**src/rtl/cbm_pkg.sv**
```systemverilog
package cbm_pkg;
  localparam logic [15:0] REG_PRG    = 16'h7FFD;
  localparam logic [15:0] REG_CHR_LO = 16'h7FFE;
  localparam logic [15:0] REG_CHR_HI = 16'h7FFF;

  typedef enum logic [1:0] {
    PRG_SRC_BIT0 = 2'd0,
    PRG_SRC_FULL = 2'd1,
    PRG_SRC_AND  = 2'd2
  } prgSrc_e;

  typedef struct packed {
    logic    loadPrg;
    prgSrc_e prgSrc;
    logic [1:0] loadChr;
  } bankStrobe_t;
endpackage

```
**src/rtl/mapper_ctrl.sv**
```systemverilog
module mapper_ctrl
  import cbm_pkg::*;
(
  input  logic        modeRegFile,
  input  logic        compatEn,
  input  logic [15:0] cpuAddr,
  input  logic        cpuWr,
  input  logic        ppuWr,
  output bankStrobe_t strobe,
  output logic        prgRomEn,
  output logic        wramEn,
  output logic        chrRamWe
);
  logic upperHalf;
  logic wramWindow;

  assign upperHalf  = cpuAddr[15];
  assign wramWindow = (cpuAddr[15:13] == 3'b011);

  always_comb begin
    strobe = '0;
    strobe.prgSrc = PRG_SRC_AND;
    if (cpuWr) begin
      if (!modeRegFile) begin
        if (upperHalf) begin
          strobe.loadPrg = 1'b1;
          strobe.prgSrc  = PRG_SRC_AND;
        end
      end else begin
        if (cpuAddr == REG_PRG) begin
          strobe.loadPrg = 1'b1;
          strobe.prgSrc  = compatEn ? PRG_SRC_FULL : PRG_SRC_BIT0;
        end else if (cpuAddr == REG_CHR_LO) begin
          strobe.loadChr[0] = 1'b1;
        end else if (cpuAddr == REG_CHR_HI) begin
          strobe.loadChr[1] = 1'b1;
        end else if (upperHalf && compatEn) begin
          strobe.loadPrg = 1'b1;
          strobe.prgSrc  = PRG_SRC_FULL;
        end
      end
    end
  end

  assign prgRomEn = upperHalf && (!cpuWr || !modeRegFile);
  assign wramEn   = modeRegFile && wramWindow;
  assign chrRamWe = !modeRegFile && ppuWr;
endmodule

```
**src/rtl/mapper_dpath.sv**
```systemverilog
module mapper_dpath
  import cbm_pkg::*;
#(
  parameter int PRG_BANKS = 4,
  parameter int CHR_BANKS = 16,
  localparam int PRGW   = $clog2(PRG_BANKS),
  localparam int CHRW   = $clog2(CHR_BANKS),
  localparam int PRG_AW = PRGW + 15,
  localparam int CHR_AW = CHRW + 12
) (
  input  logic              clk,
  input  logic              rstN,
  input  logic              modeRegFile,
  input  bankStrobe_t       strobe,
  input  logic [14:0]       cpuOffset,
  input  logic [7:0]        cpuData,
  input  logic [7:0]        romData,
  input  logic [12:0]       ppuAddr,
  output logic [PRG_AW-1:0] prgRomAddr,
  output logic [CHR_AW-1:0] chrAddr
);
  logic [7:0]      prgNext;
  logic [PRGW-1:0] prgBank;
  logic [CHRW-1:0] chrBank [2];

  always_comb begin
    case (strobe.prgSrc)
      PRG_SRC_BIT0: prgNext = {7'b0, cpuData[0]};
      PRG_SRC_FULL: prgNext = cpuData;
      default:      prgNext = cpuData & romData;
    endcase
  end

  always_ff @(posedge clk or negedge rstN) begin
    if (!rstN)               prgBank <= '0;
    else if (strobe.loadPrg) prgBank <= prgNext[PRGW-1:0];
  end

  for (genvar w = 0; w < 2; w++) begin : g_chrWin
    always_ff @(posedge clk or negedge rstN) begin
      if (!rstN)                  chrBank[w] <= CHRW'(w);
      else if (strobe.loadChr[w]) chrBank[w] <= cpuData[CHRW-1:0];
    end
  end

  assign prgRomAddr = {prgBank, cpuOffset};
  assign chrAddr    = modeRegFile ? {chrBank[ppuAddr[12]], ppuAddr[11:0]}
                                  : CHR_AW'(ppuAddr);
endmodule

```
**src/rtl/cart_bank_mapper.sv**
```systemverilog
module cart_bank_mapper
  import cbm_pkg::*;
#(
  parameter int PRG_BANKS = 4,
  parameter int CHR_BANKS = 16,
  localparam int PRGW   = $clog2(PRG_BANKS),
  localparam int CHRW   = $clog2(CHR_BANKS),
  localparam int PRG_AW = PRGW + 15,
  localparam int CHR_AW = CHRW + 12
) (
  input  logic              clk,
  input  logic              rstN,
  input  logic              modeRegFile,
  input  logic              compatEn,
  input  logic [15:0]       cpuAddr,
  input  logic [7:0]        cpuData,
  input  logic              cpuWr,
  input  logic [7:0]        romData,
  input  logic [12:0]       ppuAddr,
  input  logic              ppuWr,
  output logic [PRG_AW-1:0] prgRomAddr,
  output logic              prgRomEn,
  output logic              wramEn,
  output logic [CHR_AW-1:0] chrAddr,
  output logic              chrRamWe
);
  bankStrobe_t strobe;

  mapper_ctrl u_ctrl (
    .modeRegFile(modeRegFile),
    .compatEn   (compatEn),
    .cpuAddr    (cpuAddr),
    .cpuWr      (cpuWr),
    .ppuWr      (ppuWr),
    .strobe     (strobe),
    .prgRomEn   (prgRomEn),
    .wramEn     (wramEn),
    .chrRamWe   (chrRamWe)
  );

  mapper_dpath #(.PRG_BANKS(PRG_BANKS), .CHR_BANKS(CHR_BANKS)) u_dpath (
    .clk        (clk),
    .rstN       (rstN),
    .modeRegFile(modeRegFile),
    .strobe     (strobe),
    .cpuOffset  (cpuAddr[14:0]),
    .cpuData    (cpuData),
    .romData    (romData),
    .ppuAddr    (ppuAddr),
    .prgRomAddr (prgRomAddr),
    .chrAddr    (chrAddr)
  );
endmodule

```
**config.mk**
```make
export PLATFORM = sky130hd
export DESIGN_NAME = cart_bank_mapper
export DESIGN_NICKNAME = d
export VERILOG_FILES = /design/src/rtl/cbm_pkg.sv /design/src/rtl/mapper_ctrl.sv /design/src/rtl/mapper_dpath.sv /design/src/rtl/cart_bank_mapper.sv
export SDC_FILE = /design/constraint.sdc
export NUM_CORES = 1
export LEC_CHECK = 0
export BUFFER_PORTS_ARGS = -buffer_cell sky130_fd_sc_hd__buf_2
export CAP_MARGIN = 25
export CORE_MARGIN = 2
export CORE_UTILIZATION = 35
export CTS_CLUSTER_DIAMETER = 80
export DETAILED_ROUTE_END_ITERATION = 8
export HOLD_SLACK_MARGIN = 0.15
export PLACE_DENSITY = 0.8
export SLEW_MARGIN = 20
export SYNTH_ARGS = -nofsm -noshare
export SYNTH_HDL_FRONTEND = slang
export SYNTH_SLANG_ARGS = --single-unit
```
**constraint.sdc**
```tcl
create_clock -name clk -period 0.85 [get_ports clk]
set_input_delay 0.1275 -clock clk [delete_from_list [all_inputs] [get_ports clk]]
set_output_delay 0.1275 -clock clk [all_outputs]
set_load 0.01 [all_outputs]
```
==> impl_metrics.csv <==
group,metric,value,unit
floorplan,die-area,2818,um2
synthesis,synth_top_family_by_area,"buffers and inverters",
cts,h-tree-depth,1,
timing,finalCritPeriodShare,143.9,%
synthesis,yosys.area_share.adder,0,%
synthesis,syn_area_per_cell,9.267,um2
synthesis,synthMuxAreaShare,15.43,%
detailed_routing,vias,765,
cts,clockBufferDepth,2,
timing,fmax,817.3,MHz
detailed_routing,drt_iter0_drc,6,
detailed_routing,drt-total-wl,1917,um
synthesis,yosysTopAreaCellShare,26.71,%
global_route,grt_pass1_wl,2760,um
worst_hold_path,min_path_type,"primary input to flip-flop",
setup_path,path_cells,"inv_2 -> a31oi_2 -> buf_2",
placed_design,io_buffers,52,
setup_path,crit_path_start_kind,"flip-flop",
pwr,peakVddDrop,778.3,uV
cts,clk_root_buffer_cell,"clkbuf_4",
pwr,clkPwrFrac,34.6,%
timing,setup_tns,-2355,ps
timing,tightest_slew,250.6,ps
layout,antenna_cells,0,
synthesis,synth_flop_cell,"dfrtp_1",
setup_path,crit_buf_inv,2,
cts,holdBufCountCts,1,
floorplan,core-area,2255,um2
floorplan,initial_utilization,37.40,%
pwr,switchingPower,314.7,uW
placed_design,place_area,989.7,um2
placed_design,hpwl,1560,um
layout,area_growth,31.60,%
cts,cts_made_buffers,3,
pwr,seq_power_share,39.9,%
outcome,status,"finished with violations",
global_route,grt_overflow,0,
floorplan,io_pins,87,
synthesis,ys_ff_latch,10,
timing,holdWs,99.15,ps
timing,slew_violations,0,
synthesis,syn_nets,142,
global_route,track_usage,13.48,%
synthesis,ys_async_sr_fraction,100.0,%
placed_design,gp_congestion,0.8720,
timing,finalSetupViolations,16,
timing,rsz0062_at_grt,"yes",
timing,finalClockSkew,0,ps
outcome,violations,"setup timing",
layout,drive_gt1_share,62.79,%
layout,multi_input_area,389.1,um2
synthesis,synth-xor-area-share,0,%
setup_path,cp_data_required_time,720,ps
pwr,leakagePower,0.0006077,uW
global_route,antenna_found_initial,0,
layout,fillers,219,
setup_path,crit_type,"flip-flop to output pin",
setup_path,cp_max_fo,2,
cts,cts.clk_slew.worst_paths,70,ps
setup_path,worst_path_largest_cell_delay,540,ps
setup_path,endpoint_kind,"output pin",
setup_path,slowest_stage,"dfstp_2",
detailed_routing,routed_via_density,4.873,
global_route,grt_max_degree,11,
synthesis,synth_compound_area_share,7.715,%
detailed_routing,drc,0,
synthesis,synth_edf_count,0,
flow_run,drv_cap,0,
layout,layout_common_cells,"46 x buf_2, 10 x buf_4, 9 x dfrtp_1",
layout,final_common_cell,"buf_2",
floorplan,die_x,53.09,um
floorplan,rows,17,
detailed_routing,first_pass_iters,2,
floorplan,die_y,53.09,um
pwr,switching_share,25.63,%
cts,clock-sinks,10,
synthesis,ys_types,27,
synthesis,synthTopCellsByArea,"dfrtp_1 27%, buf_4 24%, mux2_2 11%, nor2b_1 5.2%, mux2i_1 4.7%",
layout,layout.nets,181,
setup_path,arrival,1100,ps
layout,postLayoutCellArea,1110,um2
setup_path,critical_path.top_delay_family,"flip-flops",
synthesis,yosys.area_share.simple,21.07,%
synthesis,syn_area,843.3,um2
cts,clk-insertion-delay-late,270,ps
synthesis,yosys.area.top_type,"dfrtp_1",
pwr,intPower,913.3,uW
cts,cts_tree,"done",
global_route,grt_pass1_vias,710,
pwr,share_comb_of_total_power,25.5,%
detailed_routing,antenna_left,0,
synthesis,yosysSeqAreaShare,29.82,%
timing,hold_violations,0,
synthesis,synthCells,91,
timing,maxSlewHeadroom,83.25,%
timing,fin_ws,-373.6,ps
layout,seq_area,251.5,um2
detailed_routing,avgRoutedWirePerCell,12.21,um
pwr,power.density,1106,nW/um2
timing,period_minus_slack,1224,ps
synthesis,ys.warnings.count,0,
## per-layer routing
metal | wire [um] | global-route usage (%) | up-vias
li1 | - | - | 368
met1 | 767 | 12.54 | 353
met2 | 949 | 25.62 | 38
met3 | 163 | 3.672 | 6
met4 | 36 | 8.120 | 0
met5 | 0 | 0 | -
## timing repair
| action | CTS | global route |
|---|---|---|
| pin swaps | 6 | 5 |
| hold endpoints to repair | 16 | 6 |
| resized for setup | 9 | 5 |
| buffers inserted | 2 | 3 |
| setup endpoints to repair | 16 | 18 |
## per-stage QoR
| stage | cells | worst slack, ps | util, % | total power [uW] |
|---|---|---|---|---|
| 3_5_place_dp | 149 | -476.3 | 43.90 | 786.0 |
| 2_1_floorplan | 91 | -275.8 | - | 714.2 |
| 5_1_grt | 157 | -425.2 | 49.22 | 1289 |
| 6_report | 157 | -373.6 | 49.22 | 1228 |
| 4_1_cts | 155 | -386.9 | 47.89 | 1234 |
| 3_3_place_gp | 149 | -422.3 | 43.90 | 782.0 |
## synth_stat cells, drive strengths merged (2+ instances only)
| cell | number |
|---|---|
| mux2 | 8 |
| and3 | 4 |
| clkbuf | 2 |
| nor2b | 7 |
| mux2i | 4 |
| nand2 | 3 |
| nand3 | 4 |
| dfrtp | 9 |
| o21ai | 2 |
| buf | 28 |
| a21oi | 2 |
| nand4 | 3 |
| a31oi | 2 |
## power groups by stage
stage               sequential (uW)  combinational, uW  clock, uW
global placement                499                283          0
CTS                             490                306        437
global route                    491                343        455
floorplan                       503                211          0
detailed placement              499                287          0
finish                          490                313        425
## path summary, 6_finish.rpt
path	cells past startpoint	startpoint	endpoint	slack, ps
min in group asynchronous	2	rstN	u_dpath.chrBank[1]	230
worst max register to register	2	u_dpath.chrBank[1]	u_dpath.chrBank[1]	-20
worst max-delay path	3	u_dpath.chrBank[0]	chrAddr[12]	-370
worst min-delay path	2	cpuData[3]	u_dpath.chrBank[7]	100
max in group asynchronous	2	rstN	u_dpath.chrBank[0]	360
worst min register to register	1	u_dpath.chrBank[7]	u_dpath.chrBank[7]	520
## cell type report
cell class                 instances  area share [%]
timing repair buffer              64           35.51
inverter                           1          0.3382
multi-input combinational         50           35.06
tap                               28           3.157
clock buffer                       4           3.269
sequential                        10           22.66
## sequential cells by signal, indices dropped and copies added, names as in the netlist
register and count:
u_dpath.prgBank 2, u_dpath.chrBank 8
## cell families after synthesis
group           Yosys count
buf+inv                  31
simple gates             28
mux                      12
compound gates           10
flops                    10
No activity file was read; power rests on OpenSTA's default activity.
